--- config.mk ---
export PLATFORM = sky130hd
export DESIGN_NAME = radio_spi_master
export DESIGN_NICKNAME = d
export VERILOG_FILES = /design/src/rtl/radio_spi_pkg.sv /design/src/rtl/radio_spi_tick.sv /design/src/rtl/radio_spi_hdr.sv /design/src/rtl/radio_spi_rdbuf.sv /design/src/rtl/radio_spi_master.sv
export SDC_FILE = /design/constraint.sdc
export NUM_CORES = 1
export LEC_CHECK = 0
export BUFFER_PORTS_ARGS = -buffer_cell sky130_fd_sc_hd__buf_4
export CORE_ASPECT_RATIO = 1.4
export CORE_MARGIN = 5
export CORE_UTILIZATION = 60
export DETAILED_ROUTE_END_ITERATION = 12
export PLACE_DENSITY = 0.82
export SYNTH_ARGS = -nofsm -noshare
export SYNTH_HDL_FRONTEND = slang
export SYNTH_SLANG_ARGS = --single-unit
--- constraint.sdc ---
create_clock -name clk -period 6.78 [get_ports clk]
set_input_delay 0 -clock clk [delete_from_list [all_inputs] [get_ports clk]]
set_output_delay 0 -clock clk [all_outputs]
set_load 0.005 [all_outputs]
--- src/rtl/radio_spi_pkg.sv ---
package radio_spi_pkg;

    typedef enum logic [1:0] {
        XS_IDLE  = 2'd0,
        XS_SHIFT = 2'd1,
        XS_TRAIL = 2'd2
    } xfer_state_e;

    typedef enum logic [2:0] {
        CHIP_IDLE     = 3'd0,
        CHIP_RX       = 3'd1,
        CHIP_TX       = 3'd2,
        CHIP_SYNTH_ON = 3'd3,
        CHIP_CAL      = 3'd4,
        CHIP_SETTLE   = 3'd5,
        CHIP_RXF_ERR  = 3'd6,
        CHIP_TXF_ERR  = 3'd7
    } chip_state_e;

    localparam logic [7:0] STATUS_MASK = 8'hF0;

endpackage

--- src/rtl/radio_spi_tick.sv ---
module radio_spi_tick #(
    parameter int HALF = 10
) (
    input  logic clk,
    input  logic rst_n,
    input  logic en,
    output logic tick
);
    localparam int CW = (HALF > 1) ? $clog2(HALF) : 1;
    localparam logic [CW-1:0] LAST = CW'(HALF - 1);

    logic [CW-1:0] cnt_d, cnt_q;

    always_comb begin
        cnt_d = '0;
        tick  = en && (cnt_q == LAST);
        if (en && !tick) cnt_d = cnt_q + 1'b1;
    end

    always_ff @(posedge clk or negedge rst_n) begin
        if (!rst_n) cnt_q <= '0;
        else        cnt_q <= cnt_d;
    end

    generate
        if (HALF > 1) begin : g_chk
            // half periods span more than one cycle
            a_r9_tick_isolated: assert property (@(posedge clk) disable iff (!rst_n)
                tick |=> !tick);
        end
    endgenerate
endmodule

--- src/rtl/radio_spi_hdr.sv ---
module radio_spi_hdr (
    input  logic        strobe,
    input  logic        read,
    input  logic        burst,
    input  logic [15:0] addr,
    output logic [15:0] hdr,
    output logic        long_hdr
);
    logic [1:0] cmd;

    always_comb begin
        cmd      = {read, burst};
        long_hdr = 1'b0;
        if (strobe) begin
            hdr = {addr[7:0], 8'h00};
        end else if (addr[15:8] != 8'h00) begin
            long_hdr = 1'b1;
            hdr      = {cmd, addr[13:8], addr[7:0]};
        end else begin
            hdr = {cmd, addr[5:0], 8'h00};
        end
    end
endmodule

--- src/rtl/radio_spi_rdbuf.sv ---
module radio_spi_rdbuf #(
    parameter int DEPTH = 16,
    parameter int IDX_W = $clog2(DEPTH)
) (
    input  logic             clk,
    input  logic             rst_n,
    input  logic             we,
    input  logic [IDX_W-1:0] wr_idx,
    input  logic [2:0]       wr_bit,
    input  logic             wr_val,
    input  logic [IDX_W-1:0] rd_idx,
    output logic [7:0]       rd_data
);
    logic [7:0] mem_d [DEPTH];
    logic [7:0] mem_q [DEPTH];

    generate
        for (genvar g = 0; g < DEPTH; g++) begin : g_byte
            always_comb begin
                mem_d[g] = mem_q[g];
                if (we && (wr_idx == IDX_W'(g))) mem_d[g][wr_bit] = wr_val;
            end

            always_ff @(posedge clk or negedge rst_n) begin
                if (!rst_n) mem_q[g] <= 8'h00;
                else        mem_q[g] <= mem_d[g];
            end
        end
    endgenerate

    assign rd_data = mem_q[rd_idx];
endmodule

--- src/rtl/radio_spi_master.sv ---
module radio_spi_master #(
    parameter int CLK_DIV   = 20,
    parameter int MAX_BYTES = 16
) (
    input  logic                     clk,
    input  logic                     rst_n,
    input  logic                     req_valid,
    input  logic                     req_strobe,
    input  logic                     req_read,
    input  logic                     req_burst,
    input  logic [15:0]              req_addr,
    input  logic [$clog2(MAX_BYTES+1)-1:0] req_len,
    input  logic [8*MAX_BYTES-1:0]   req_wdata,
    input  logic [$clog2(MAX_BYTES)-1:0]   rd_idx,
    output logic [7:0]               rd_byte,
    output logic                     busy,
    output logic                     done,
    output logic [7:0]               status,
    output logic                     stat_ready,
    output logic [2:0]               stat_state,
    output logic                     sclk,
    output logic                     cs_n,
    output logic                     mosi,
    input  logic                     miso
);
    import radio_spi_pkg::*;

    localparam int HALF     = CLK_DIV / 2;
    localparam int IDX_W    = $clog2(MAX_BYTES);
    localparam int LEN_W    = $clog2(MAX_BYTES + 1);
    localparam int WD_W     = 8 * MAX_BYTES;
    localparam int WD_IW    = $clog2(WD_W);
    localparam int MAX_BITS = 16 + WD_W;
    localparam int BIT_W    = $clog2(MAX_BITS + 1);
    localparam logic [BIT_W-1:0] HB_SHORT = BIT_W'(8);
    localparam logic [BIT_W-1:0] HB_LONG  = BIT_W'(16);
    localparam logic [LEN_W-1:0] LEN_MAX  = LEN_W'(MAX_BYTES);

    typedef struct packed {
        xfer_state_e      st;
        logic             strobe;
        logic             read;
        logic [15:0]      hdr;
        logic [BIT_W-1:0] hdr_bits;
        logic [BIT_W-1:0] nbits;
        logic [BIT_W-1:0] bitn;
        logic [WD_W-1:0]  wdata;
        logic             sclk;
        logic             cs_n;
        logic             mosi;
        logic             done;
        logic [7:0]       rxsh;
        logic [7:0]       status;
    } xfer_t;

    xfer_t d, q;

    logic [15:0]      hdr_w;
    logic             long_w;
    logic             tick;
    logic [LEN_W-1:0] eff_len;
    logic [BIT_W-1:0] hb_w;
    logic             buf_we;
    logic [IDX_W-1:0] buf_idx;
    logic [2:0]       buf_bit;
    logic [BIT_W-1:0] jc;

    radio_spi_hdr u_hdr (
        .strobe   (req_strobe),
        .read     (req_read),
        .burst    (req_burst),
        .addr     (req_addr),
        .hdr      (hdr_w),
        .long_hdr (long_w)
    );

    radio_spi_tick #(.HALF(HALF)) u_tick (
        .clk   (clk),
        .rst_n (rst_n),
        .en    (q.st != XS_IDLE),
        .tick  (tick)
    );

    radio_spi_rdbuf #(.DEPTH(MAX_BYTES), .IDX_W(IDX_W)) u_buf (
        .clk     (clk),
        .rst_n   (rst_n),
        .we      (buf_we),
        .wr_idx  (buf_idx),
        .wr_bit  (buf_bit),
        .wr_val  (miso),
        .rd_idx  (rd_idx),
        .rd_data (rd_byte)
    );

    // Serial bit at position idx of the outgoing frame
    function automatic logic frame_bit(
        input logic [BIT_W-1:0] idx,
        input logic [15:0]      h,
        input logic [BIT_W-1:0] hb,
        input logic             rd,
        input logic [WD_W-1:0]  wd
    );
        logic [BIT_W-1:0] j;
        if (idx < hb) return h[4'd15 - 4'(idx)];
        j = idx - hb;
        if (rd) return 1'b0;
        return wd[WD_IW'(j ^ BIT_W'(7))];
    endfunction

    always_comb begin
        if (!req_burst || req_len == '0) eff_len = LEN_W'(1);
        else if (req_len > LEN_MAX)      eff_len = LEN_MAX;
        else                             eff_len = req_len;
        hb_w = long_w ? HB_LONG : HB_SHORT;
    end

    always_comb begin
        d       = q;
        d.done  = 1'b0;
        buf_we  = 1'b0;
        jc      = q.bitn - q.hdr_bits;
        buf_idx = IDX_W'(jc >> 3);
        buf_bit = 3'(~jc);
        unique case (q.st)
            XS_IDLE: begin
                if (req_valid) begin
                    d.st       = XS_SHIFT;
                    d.strobe   = req_strobe;
                    d.read     = req_read && !req_strobe;
                    d.hdr      = hdr_w;
                    d.hdr_bits = hb_w;
                    d.nbits    = req_strobe ? HB_SHORT
                                            : hb_w + BIT_W'({eff_len, 3'b000});
                    d.wdata    = req_wdata;
                    d.bitn     = '0;
                    d.cs_n     = 1'b0;
                    d.sclk     = 1'b0;
                    d.mosi     = hdr_w[15];
                end
            end
            XS_SHIFT: begin
                if (tick) begin
                    if (!q.sclk) begin
                        d.sclk = 1'b1;
                        d.rxsh = {q.rxsh[6:0], miso};
                        buf_we = q.read && (q.bitn >= q.hdr_bits);
                    end else begin
                        d.sclk = 1'b0;
                        if (q.bitn == q.nbits - 1'b1) begin
                            d.st   = XS_TRAIL;
                            d.mosi = 1'b0;
                            if (q.strobe) d.status = q.rxsh & STATUS_MASK;
                        end else begin
                            d.bitn = q.bitn + 1'b1;
                            d.mosi = frame_bit(q.bitn + 1'b1, q.hdr, q.hdr_bits,
                                               q.read, q.wdata);
                        end
                    end
                end
            end
            XS_TRAIL: begin
                if (tick) begin
                    d.st   = XS_IDLE;
                    d.cs_n = 1'b1;
                    d.done = 1'b1;
                end
            end
            default: d.st = XS_IDLE;
        endcase
    end

    always_ff @(posedge clk or negedge rst_n) begin
        if (!rst_n) begin
            q          <= '0;
            q.st       <= XS_IDLE;
            q.cs_n     <= 1'b1;
            q.hdr_bits <= HB_SHORT;
            q.nbits    <= HB_SHORT;
        end else begin
            q <= d;
        end
    end

    assign busy       = (q.st != XS_IDLE);
    assign done       = q.done;
    assign status     = q.status;
    assign stat_ready = ~q.status[7];
    assign stat_state = q.status[6:4];
    assign sclk       = q.sclk;
    assign cs_n       = q.cs_n;
    assign mosi       = q.mosi;

    a_r9_sclk_idle_low: assert property (@(posedge clk) disable iff (!rst_n)
        cs_n |-> !sclk);
    a_r10_done_pulse: assert property (@(posedge clk) disable iff (!rst_n)
        done |=> !done);
    a_r10_done_ends_busy: assert property (@(posedge clk) disable iff (!rst_n)
        done |-> (!busy && $past(busy)));
    a_r10_cs_during_busy: assert property (@(posedge clk) disable iff (!rst_n)
        busy |-> !cs_n);
    a_r5_bit_in_range: assert property (@(posedge clk) disable iff (!rst_n)
        busy |-> (q.bitn < q.nbits));
    a_r10_busy_holds_request: assert property (@(posedge clk) disable iff (!rst_n)
        (busy && !$past(done) && $past(busy)) |-> $stable(q.nbits));
endmodule

# [Word level (Yosys, flattened, before mapping)]
# Cells that the tools add are included.
[classes] n_addsub=7 n_lt_le_gt_ge=8 n_eq_ne=25 mux=73 bitwise_logic=5 reduce_logical=40
[op_table] op="175-bit 2-to-1 mux" count=1
[op_table] op="8-bit bitwise mux" count=16
[op_table] op="8-bit 2-to-1 mux" count=6
[op_table] op="4-bit equality test, second input constant" count=9
[op_table] op="8-bit binary-select mux with 4-bit select" count=1
[op_table] op="1-bit 2-to-1 mux" count=31
[op_table] op="1-bit logical AND" count=21
[op_table] op="4-bit by 3-bit equality test with 1-bit output, second input constant" count=4
[op_table] op="16-bit 2-to-1 mux" count=1
[op_table] op="8-bit one-hot mux with 2 select lines" count=1
[op_table] op="5-bit 2-to-1 mux" count=3
[op_table] op="5-bit AND reduction" count=3
[op_table] op="14-bit 2-to-1 mux" count=1
[op_table] op="7-bit by 5-bit subtractor with 7-bit output" count=2
[op_table] op="2-bit != test, second input constant" count=6
[op_table] op="3-bit AND reduction" count=3
[op_table] op="5-bit by 8-bit adder with 8-bit output" count=1
[op_table] op="8-bit by 1-bit adder with 8-bit output, second input constant" count=1
[op_table] op="4-bit by 2-bit equality test with 1-bit output, second input constant" count=2
[op_table] op="8-bit equality test" count=1
[op_table] op="8-bit by 5-bit >= comparator with 1-bit output" count=1
[op_table] op="7-bit by 8-bit < comparator with 1-bit output, second input constant" count=1
[op_table] op="8-bit by 5-bit < comparator with 1-bit output" count=1
[op_table] op="2-bit 2-to-1 mux" count=4
[op_table] op="29 further kinds" count=37
[word_totals] ff_bits=317 inputBits=160 word_cells=189

# [Depth between registers and ports, before layout]
# Gate-level depths: netlist of run 1.
[depth] ltp_word=18 depth_mapped=15 depth_no_buf=12

# [By module]
# A second synthesis of run 1 with hierarchy kept.
[unflattened] cells_unflattened=1529 hier_area_um2=16163.0
[modules_own_cells] module="radio_spi_master" instances=1 cells_per_inst=930 area_each_um2=8797.2 seq_area_each_um2=4483.0
[modules_own_cells] module="radio_spi_rdbuf" instances=1 cells_per_inst=537 area_each_um2=6824.0 seq_area_each_um2=3203.1
[modules_own_cells] module="radio_spi_hdr" instances=1 cells_per_inst=42 area_each_um2=329.1 seq_area_each_um2=0.0
[modules_own_cells] module="radio_spi_tick" instances=1 cells_per_inst=20 area_each_um2=212.7 seq_area_each_um2=100.1

# [Worst setup path before layout of run 1]
# OpenSTA, ideal clock, no wires.
[synth_timing] kind="register to register" start="register q[148] (netlist bit)" end="register q (netlist bit mosi)" setup_time_ns=0.136 arrival_ns=3.256 slack_ns=3.388 path_stages_with_launch=12 path_buffers=4 period_less_slack_ns=3.392 cell_sequence="dfrtp_1 -> buf_2 -> buf_2 -> clkinv_1 -> ha_1 -> buf_2 -> buf_2 -> mux4_2 -> a211oi_1 -> a21oi_1 -> a2111oi_0 -> o31ai_1"
[synth_between] elab_chain_len=12 elab_cells_between_ends=23 cone_classes="add/sub: 3; order compare: 1; eq/ne: 1; mux: 17; bitwise: 1"
[synth_lines] item="start: declaration" line="radio_spi_master.sv:56" source="xfer_t d, q;"
[synth_lines] item="parallel branches: the longest is 8 deep, another holds 8-bit by 1-bit adder with 8-bit output"
[synth_lines] item="1-bit 2-to-1 mux (*)" line="radio_spi_master.sv:149" source="if (q.bitn == q.nbits - 1'b1) begin"
[synth_lines] item="1-bit 2-to-1 mux (*)" line="radio_spi_master.sv:143" source="if (!q.sclk) begin"
[synth_lines] item="1-bit 2-to-1 mux (*)" line="radio_spi_master.sv:142" source="if (tick) begin"
[synth_lines] item="1-bit one-hot mux with 2 select lines (*)" line="radio_spi_master.sv:124" source="unique case (q.st)"
# Mark *: on every way between the ends. The select of a mux whose other input is x is not followed.
# A chain may end at the register's enable or synchronous reset.

# [Final worst setup path of run 1]
# Ends and elaborated chain as after synthesis.

==> reports/qor.yml, run 1 <==
drt:
  final_antenna_net_count: 0
  wl_um: 48000
  viasPerCell: 6.24
  drt_iter0_drc: 1377
  drc: 0
  first_pass_iters: 6
  num_vias: 12900
  wire_per_inst_um: 23.2
yosys:
  yosys_warnings: 0
  synth_ff_type: "dfrtp_1"
  ys_seq_elements: 311
  syn_inst: 1454
  syn_area_per_cell_um2: 10.6
  synth_edf_count: 0
  syn_area_um2: 15400
  async_flop_share_pct: 100
  yosysSeqAreaShare_pct: 50.4
  post_synth_num_cell_types: 65
flow_run:
  cap_violations: 0
outcome:
  status: "completed"
clocking:
  cts_buffers: 29
  ctsHoldBuffers: 162
  tritoncts: "done"
  cts_root_buffer: "clkbuf_16"
  htree_levels: 1
  cts_sinks: 311
  cts_setup_buffers: 0
  clkLatencyLatePin_ns: 0.55
  cts_resized: 0
  clockBufferDepth: 3
  clkTransAtPathRegs_ns: 0.07
floorplan:
  die_h_um: 200
  core.rowCount: 69
  coreArea_um2: 25400
  die_x_um: 146
  die_area_um2: 29100
  ioPinCount: 185
  initial_core_util_pct: 60.9
sta:
  whs_ns: 0.0970
  slew_headroom_pct: 15.6
  fmax_ghz: 0.222
  rsz0062_at_grt: "no"
  worst_slack_ns: 2.28
  setup_violations: 0
  min_period_ns: 4.50
  hold_violations: 0
  setup_tns_ns: 0
  slew_viol_final: 0
  tightest_slew_ns: 1.27
  period_share_pct: 66.4
  finClkSkew_ns: 0.0144
power_and_ir_drop:
  p_per_area_nw_per_um2: 201
  power_w: 0.00390
  total_leakage_power_nw: 9.33
  peakVddDrop_v: 0.000254
placement:
  placed_area_um2: 16800
  post-place-ws_ns: 2.40
  hpwl_um: 26700
  numPortBuffers: 180
  gp_congestion: 0.910
layout:
  layout-drive-gt1-share_pct: 27.3
  postLayoutCellArea_um2: 19400
  nets: 1901
  final_cell_mix: "nand2_1 (478), dfrtp_1 (307), buf_4 (184)"
  syn_to_final_growth_pct: 25.9
  final_common_cell: "nand2_1"
global_route:
  grt_pass1_wl_um: 75700
  antenna_found_initial: 2
  grt_usage_pct: 32.9
  grt_max_degree: 191
  overflow: 0
  grt_pass1_vias: 14000
setup_path:
  crit_path_start_kind: "register"
  crit_path_end_kind: "register"
  crit_fanout: 27
  cp.arrival_ns: 4.91
  path_class: "register to register"
  required_ns: 7.19
min_path:
  min_path_type: "primary input to asynchronous set/reset pin"
## metrics by stage
step	instances	util, %
finish	2069	76.6
global route	2069	76.6
CTS	2067	76.6
detailed placement	1853	66.2
global placement	1853	66.2
floorplan	1457	-
## metal layers
| metal | global-route usage (%) | wire, µm |
|---|---|---|
| met1 | 36.8 | 16200 |
| met2 | 58.0 | 24600 |
| met3 | 5.56 | 3070 |
| met4 | 22.4 | 4150 |
| met5 | 0 | 0 |
## synth_stat cells, drive strengths merged (6+ instances only)
master / n / share of area (%)
xor2: 7 / 0.40
xnor2: 12 / 0.68
mux2i: 6 / 0.39
a21oi: 9 / 0.32
and2: 7 / 0.28
or2: 10 / 0.40
dfrtp: 308 / 50
ha: 11 / 0.89
o21ai: 31 / 1.0
buf: 42 / 1.6
nor3: 9 / 0.36
a221oi: 7 / 0.40
nand2: 479 / 12
clkbuf: 67 / 1.6
inv: 15 / 0.36
mux2: 142 / 10
mux4: 78 / 11
nand2b: 7 / 0.28
nor2: 118 / 3.0
nand3: 17 / 0.55
and3: 6 / 0.24
## final timing paths
check                                  start              end  slack [ns]  cells past startpoint
worst min register to register        q[134]           q[134]        0.48                      2
worst max register to register        q[148]             mosi        2.28                     13
worst max-delay path                  q[148]             mosi        2.28                     13
max in group asynchronous              rst_n  u_buf.mem_q[13]        5.14                      3
worst min-delay path                   rst_n        status[7]         0.1                      2
min in group clk                req_addr[14]           q[175]        0.10                      5
## sequential cells by signal, indices dropped and copies added, names as in the netlist
| name | cells |
|---|---|
| done | 1 |
| u_buf.mem_q | 128 |
| u_tick.cnt_q | 4 |
| cs_n | 1 |
| status | 4 |
| mosi | 1 |
| q | 171 |
| sclk | 1 |
## kinds of logic after synthesis
logic type      after synthesis  synth area share [%]
buf+inv                     125                  3.59
fa+ha+maj                    14                  1.28
other cells                   1                0.0243
xor+xnor                     19                  1.08
compound gates               80                  3.44
flops                       311                  50.4
simple gates                678                  18.1
mux                         226                  22.1
## cell type report
class | instances | area (µm²)
Sequential cell | 311 | 7790
Timing Repair Buffer | 348 | 3040
Clock inverter | 11 | 166
Clock buffer | 41 | 851
Tap cell | 319 | 399
Antenna cell | 2 | 5.00
Inverter | 16 | 60.1
Multi-Input combinational cell | 1021 | 7140
Fill cell | 1506 | 5940
## power by group
| part | total, W | internal [W] | switching, W | leakage (nW) |
|---|---|---|---|---|
| Clock | 0.00174 | 0.00102 | 0.000719 | 0.492 |
| Sequential | 0.00188 | 0.00187 | 0.00000799 | 4.18 |
| Combinational | 0.000280 | 0.000159 | 0.000122 | 4.65 |
| Total | 0.00390 | 0.00305 | 0.000848 | 9.33 |
## worst max-delay path: stages, from the launching register on
cell and delay [ns]:
dfrtp_2 0.64, buf_4 0.47, and3_1 0.55, xnor2_1 0.23, ha_1 0.20, inv_1 0.06
fa_1 0.39, xnor2_1 0.16, and3_1 0.32, nor2_8 0.26, mux2_2 0.37, a221oi_1 0.37
and4_1 0.25, o31ai_1 0.07
(Power assumes the default switching activity.)
==> inputs of run 2 (changes only) <==
Settings changed: CORE_UTILIZATION 60 to 59, PLACE_DENSITY 0.82 to 0.81.
Clock period 6.78 ns to 4.5 ns, I/O delays scaled along.
==> reports/qor.yml, run 2 (synthesis gave the netlist of run 1 again) <==
global_route:
  grt_usage_pct: 31.2  # -1.7 points
  grt_pass1_wl_um: 73100  # -3.5%
  grt_pass1_vias: 13600  # -3.2%
  antenna_found_initial: 0  # -2
  grt_max_degree: 130  # -32%
  overflow: 0  # unchanged
sta:
  setup_tns_ns: 0  # unchanged
  setup_violations: 0  # unchanged
  tightest_slew_ns: 1.12  # -0.142 ns
  fmax_ghz: 0.243
  slew_viol_final: 0  # unchanged
  period_share_pct: 91.3
  min_period_ns: 4.11
  hold_violations: 0  # unchanged
  finClkSkew_ns: 0.00815  # -0.00629 ns
  slew_headroom_pct: 24.6  # +8.9 points
  rsz0062_at_grt: "no"
clocking:
  clkTransAtPathRegs_ns: 0.06  # about the same
  htree_levels: 1  # unchanged
  cts_resized: 0  # unchanged
  cts_buffers: 30  # +3.4%
  tritoncts: "done"
  cts_root_buffer: "clkbuf_16"
  clockBufferDepth: 3  # unchanged
  cts_sinks: 311  # unchanged
  clkLatencyLatePin_ns: 0.55  # about the same
placement:
  hpwl_um: 26200  # -1.8%
  gp_congestion: 0.868  # -4.6%
  numPortBuffers: 180  # unchanged
power_and_ir_drop:
  power_w: 0.00592  # +52%
  pwr-share-comb_pct: 7.1  # about the same
  p_per_area_nw_per_um2: 305  # +52%
  total_leakage_power_nw: 9.34  # +0.17%
  intPower_w: 0.00466  # +53%
  peakVddDrop_v: 0.000278  # +9.3%
  p_sw_w: 0.00126  # +48%
  swShare_pct: 21.2  # -0.50 points
  pwr-share-clk_pct: 45.1  # +0.4 points
  seqPwrFrac_pct: 47.8  # -0.3 points
setup_path:
  crit_chain: "dlygate4sd3_1 -> buf_4 -> or4_1 -> o21ai_1 -> inv_1 -> ha_1 -> a21o_1 -> nand2_1 -> xnor2_1 -> dlygate4sd3_1 -> a22o_1 -> dlygate4sd3_1"
  cp-startpoint: "req_addr[8]"
  r2r_setup_slack_ns: 0.84  # -1.44 ns
  crit_path_end_kind: "register"
  crit_path_start_kind: "primary input"
  path_class: "primary input to register"
  crit_path_top_delay_cell: "o21ai_1"
  rr_startpoint: "q[149]"
  crit_fanout: 17  # -37%
  path_common_cell: "dlygate4sd3_1"
  cp.arrival_ns: 4.54  # -0.37 ns
  required_ns: 4.93  # -2.26 ns
  r2r-end: "mosi"
  cpPeakStageDelay_ns: 0.89  # +0.25 ns
  r2r_cells: 12  # -1
min_path:
  min_path_type: "primary input to asynchronous set/reset pin"
layout:
  final_common_cell: "nand2_1"
  antenna_cells: 0  # -2
  multiInputGateArea_um2: 7140  # unchanged
  layout-drive-gt1-share_pct: 27.5  # +0.15 points
  syn_to_final_growth_pct: 25.6
  top_regs: "q x171, u_buf.mem_q x128"
  largest-register: "q"
  final_cell_mix: "nand2_1 (478), dfrtp_1 (307), buf_4 (187)"
  final_util_pct: 74.6  # -2.0 points
  nets: 1896  # -0.26%
  register_area_um2: 7790  # unchanged
  largest_reg_flops: 171  # unchanged
  fillerInstances: 1562  # +3.7%
drt:
  wl_um: 45500  # -5.3%
  drt_iter0_drc: 1060  # -23%
  viasPerCell: 6.04  # -3.1%
  first_pass_iters: 6  # unchanged
  final_antenna_net_count: 0  # unchanged
  drc: 0  # unchanged
  wire_per_inst_um: 22.0  # -5.1%
  num_vias: 12500  # -3.3%
flow_run:
  cap_violations: 0  # unchanged
floorplan:
  die_area_um2: 29600  # +1.6%
  coreArea_um2: 26000  # +2.5%
  ioPinCount: 185  # unchanged
  die_x_um: 147  # +0.78%
  initial_core_util_pct: 59.4  # -1.5 points
  die_h_um: 201  # +0.80%
  core.rowCount: 70  # +1.4%
outcome:
  status: "completed"
-- run 2: cell count changes in the layout (fill, tap and decap cells not counted), sizes merged --
cell | previous run | this run
dlygate4sd3 | 162 | 152
buf | 186 | 190
clkinvlp | 3 | 1
diode | 2 | 0
bufinv | 4 | 5
clkbuf | 41 | 42
-- run 2: worst max-delay path by stage --
stage                  end  slack [ns]  depth (start not counted)
finish              q[162]        0.39                         12
global route        q[162]        0.24                         12
CTS                 q[162]        0.65                         12
detailed placement    mosi        0.85                         12
global placement      mosi        0.94                         12
floorplan             mosi        1.11                         11
-- run 2: worst max-delay path: cells and delay by family --
kind	cells	cell delay, ns
xor+xnor	1	0.12
buf+inv	5	2.16
simple gates	2	0.61
fa+ha+maj	1	0.44
compound gates	3	1.23
-- run 2: cell type report --
type                            instances  share of cell area (%)
Multi-Input combinational cell       1021                    36.8
Timing Repair Buffer                  342                    15.4
Clock inverter                         10                   0.916
Tap cell                              324                    2.09
Inverter                               16                   0.309
Sequential cell                       311                    40.1
Clock buffer                           42                    4.42
-- run 2: metal layers --
layer	routed length (µm)	share of wire, %	global-route usage, %	vias up
li1	-	-	-	5413
met1	15600	34	36.1	6235
met2	24500	54	56.5	640
met3	2650	5.8	4.17	199
met4	2700	5.9	15.2	0
met5	0	0	0	-
-- run 2: repair_timing --
action                     4_1_cts  5_1_grt
setup endpoints to repair        0        0
setup buffers                    0        0
hold endpoints to repair       261        0
hold buffers                   152        0
-- run 2: power by group through the flow --
stage                     registers [W]  logic [W]  clock network, W
after CTS                       0.00283   0.000407           0.00268
after global routing            0.00283   0.000451           0.00280
final                           0.00283   0.000419           0.00267
after detailed placement        0.00288   0.000303                 0
after floorplan                 0.00288   0.000102                 0
after global placement          0.00288   0.000297                 0
-- run 2: metrics by stage --
step                      area (µm²)  instances  hold slack [ns]  setup slack [ns]
final                          19400       2066           0.0785             0.391
after floorplan                15500       1457           -0.296              1.11
after CTS                      19400       2066           0.0824             0.646
after global placement         16800       1862           0.0936             0.938
after detailed placement       16800       1862            0.115             0.852
after global routing           19400       2066            0.170             0.240
==> inputs of run 3 (changes only) <==
Settings changed: CELL_PAD_IN_SITES_DETAIL_PLACEMENT from default to 0, CELL_PAD_IN_SITES_GLOBAL_PLACEMENT from default to 1, CORE_MARGIN 5 to 2, CORE_UTILIZATION 59 to 46, PLACE_DENSITY 0.81 to 0.88.
==> reports/qor.yml, run 3 (synthesis gave the netlist of run 1 again) <==
layout:
  layout-drive-gt1-share_pct: 27.9  # +0.36 points
  largest_reg_flops: 171  # unchanged
  final_cell_mix: "nand2_1 (478), dfrtp_1 (307), buf_4 (191)"
  final_util_pct: 58.9  # -16 points
  multiInputGateArea_um2: 7140  # unchanged
  register_area_um2: 7790  # unchanged
  largest-register: "q"
  fillerInstances: 2741  # +75%
  top_regs: "q x171, u_buf.mem_q x128"
  nets: 1899  # +0.16%
  syn_to_final_growth_pct: 26.7
  final_cells: 2194  # +6.2%
  final_common_cell: "nand2_1"
min_path:
  hold_start: "req_addr[14]"
  min_path_type: "primary input to register"
  hold_depth: 5
floorplan:
  die_area_um2: 35100  # +19%
  die_h_um: 221  # +9.6%
  coreArea_um2: 33200  # +28%
  core.rowCount: 79  # +13%
  die_x_um: 159  # +8.3%
  ioPinCount: 185  # unchanged
  initial_core_util_pct: 46.5  # -13 points
setup_path:
  crit_fanout: 11  # -6
  crit_path_start_kind: "register"
  r2r_cells: 12  # unchanged
  cp.arrival_ns: 4.09  # -0.45 ns
  crit_path_end_kind: "register"
  required_ns: 4.92  # about the same
  path_class: "register to register"
  cp-startpoint: "q[149]"
  rr_startpoint: "q[149]"
placement:
  numPortBuffers: 180  # unchanged
  dp.cells: 1986  # +6.7%
  gp_congestion: 0.871  # +0.43%
  hpwl_um: 26100  # -0.33%
drt:
  num_vias: 11600  # -6.8%
  wl_um: 40200  # -12%
  drt_iter0_drc: 729  # -31%
  wire_per_inst_um: 18.3  # -17%
  first_pass_iters: 5  # -1
  viasPerCell: 5.31  # -12%
  drc: 0  # unchanged
  final_antenna_net_count: 0  # unchanged
sta:
  finClkSkew_ns: 0.0102  # +0.00200 ns
  slew_headroom_pct: 24.8  # +0.23 points
  rsz0062_at_grt: "no"
  fmax_ghz: 0.273  # +12%
  tightest_slew_ns: 1.13  # +0.00415 ns
  min_period_ns: 3.67  # -0.443 ns
  hold_violations: 0  # unchanged
  setup_violations: 0  # unchanged
  period_share_pct: 81.5  # -9.8 points
  setup_tns_ns: 0  # unchanged
  slew_viol_final: 0  # unchanged
clocking:
  cts_sinks: 311  # unchanged
  htree_levels: 1  # unchanged
  clockBufferDepth: 3  # unchanged
  clkTransAtPathRegs_ns: 0.07  # about the same
  cts_buffers: 30  # unchanged
  clkLatencyLatePin_ns: 0.55  # about the same
  cts_resized: 0  # unchanged
  tritoncts: "done"
  cts_root_buffer: "clkbuf_16"
power_and_ir_drop:
  total_leakage_power_nw: 9.36  # +0.22%
  peakVddDrop_v: 0.000225  # -19%
  p_per_area_nw_per_um2: 300  # -1.6%
global_route:
  overflow: 0  # unchanged
  grt_usage_pct: 22.8  # -8.4 points
  antenna_found_initial: 0  # unchanged
  grt_pass1_vias: 12400  # -8.4%
  grt_max_degree: 130  # unchanged
  grt_pass1_wl_um: 64500  # -12%
outcome:
  status: "completed"
flow_run:
  cap_violations: 0  # unchanged
run 3: what timing repair did:
item	4_1_cts	5_1_grt
endpoints found under the hold margin	255	0
hold buffers	152	0
buffers inserted	0	0
run 3: critical path, stage by stage, from the launching register on:
cell       delay, ns
dfrtp_1         0.52
ha_1            0.35
and2_1          0.24
nand2_1         0.09
xnor2_1         0.19
fa_1            0.43
xnor2_1         0.16
and3_1          0.31
or2_2           0.34
a211oi_1        0.22
a21oi_1         0.07
a2111oi_0       0.49
o31ai_1         0.14
run 3: path summary, 6_finish.rpt:
kind	end	slack, ns
worst max-delay path	mosi	0.83
worst min-delay path	q[173]	0.06
worst max register to register	mosi	0.83
worst min register to register	q[79]	0.47
max in group asynchronous	q[148]	3.16
min in group asynchronous	status[7]	0.10
run 3: area by class of cell:
| cell class | count | area share (%) |
|---|---|---|
| clock inverter | 14 | 0.971 |
| antenna | 1 | 0.0128 |
| timing repair buffer | 345 | 15.3 |
| inverter | 16 | 0.307 |
| clock buffer | 41 | 4.35 |
| sequential | 311 | 39.8 |
| multi-input combinational | 1021 | 36.5 |
| tap | 445 | 2.84 |
run 3: per-stage QoR:
stage | cell area, µm² | total power, W | worst slack (ns) | hold WS [ns]
floorplan | 15500 | 0.00298 | 1.11 | -0.296
global placement | 17000 | 0.00319 | 0.909 | 0.118
detailed placement | 17000 | 0.00319 | 0.841 | 0.121
CTS | 19600 | 0.00592 | 0.837 | 0.0428
global route | 19600 | 0.00606 | 0.487 | 0.0757
finish | 19600 | 0.00587 | 0.833 | 0.0635
run 3: metal layers:
layer / global-route usage (%) / share of wire (%)
met1: 26.8 / 38
met2: 43.0 / 55
met3: 3.06 / 4.4
met4: 7.13 / 2.9
met5: 0 / 0
run 3: report_power, final:
part	leakage (nW)	switching, W	internal, W
clock network	0.510	0.00108	0.00156
registers	4.18	0.0000113	0.00282
logic	4.67	0.000173	0.000238
total	9.36	0.00126	0.00461
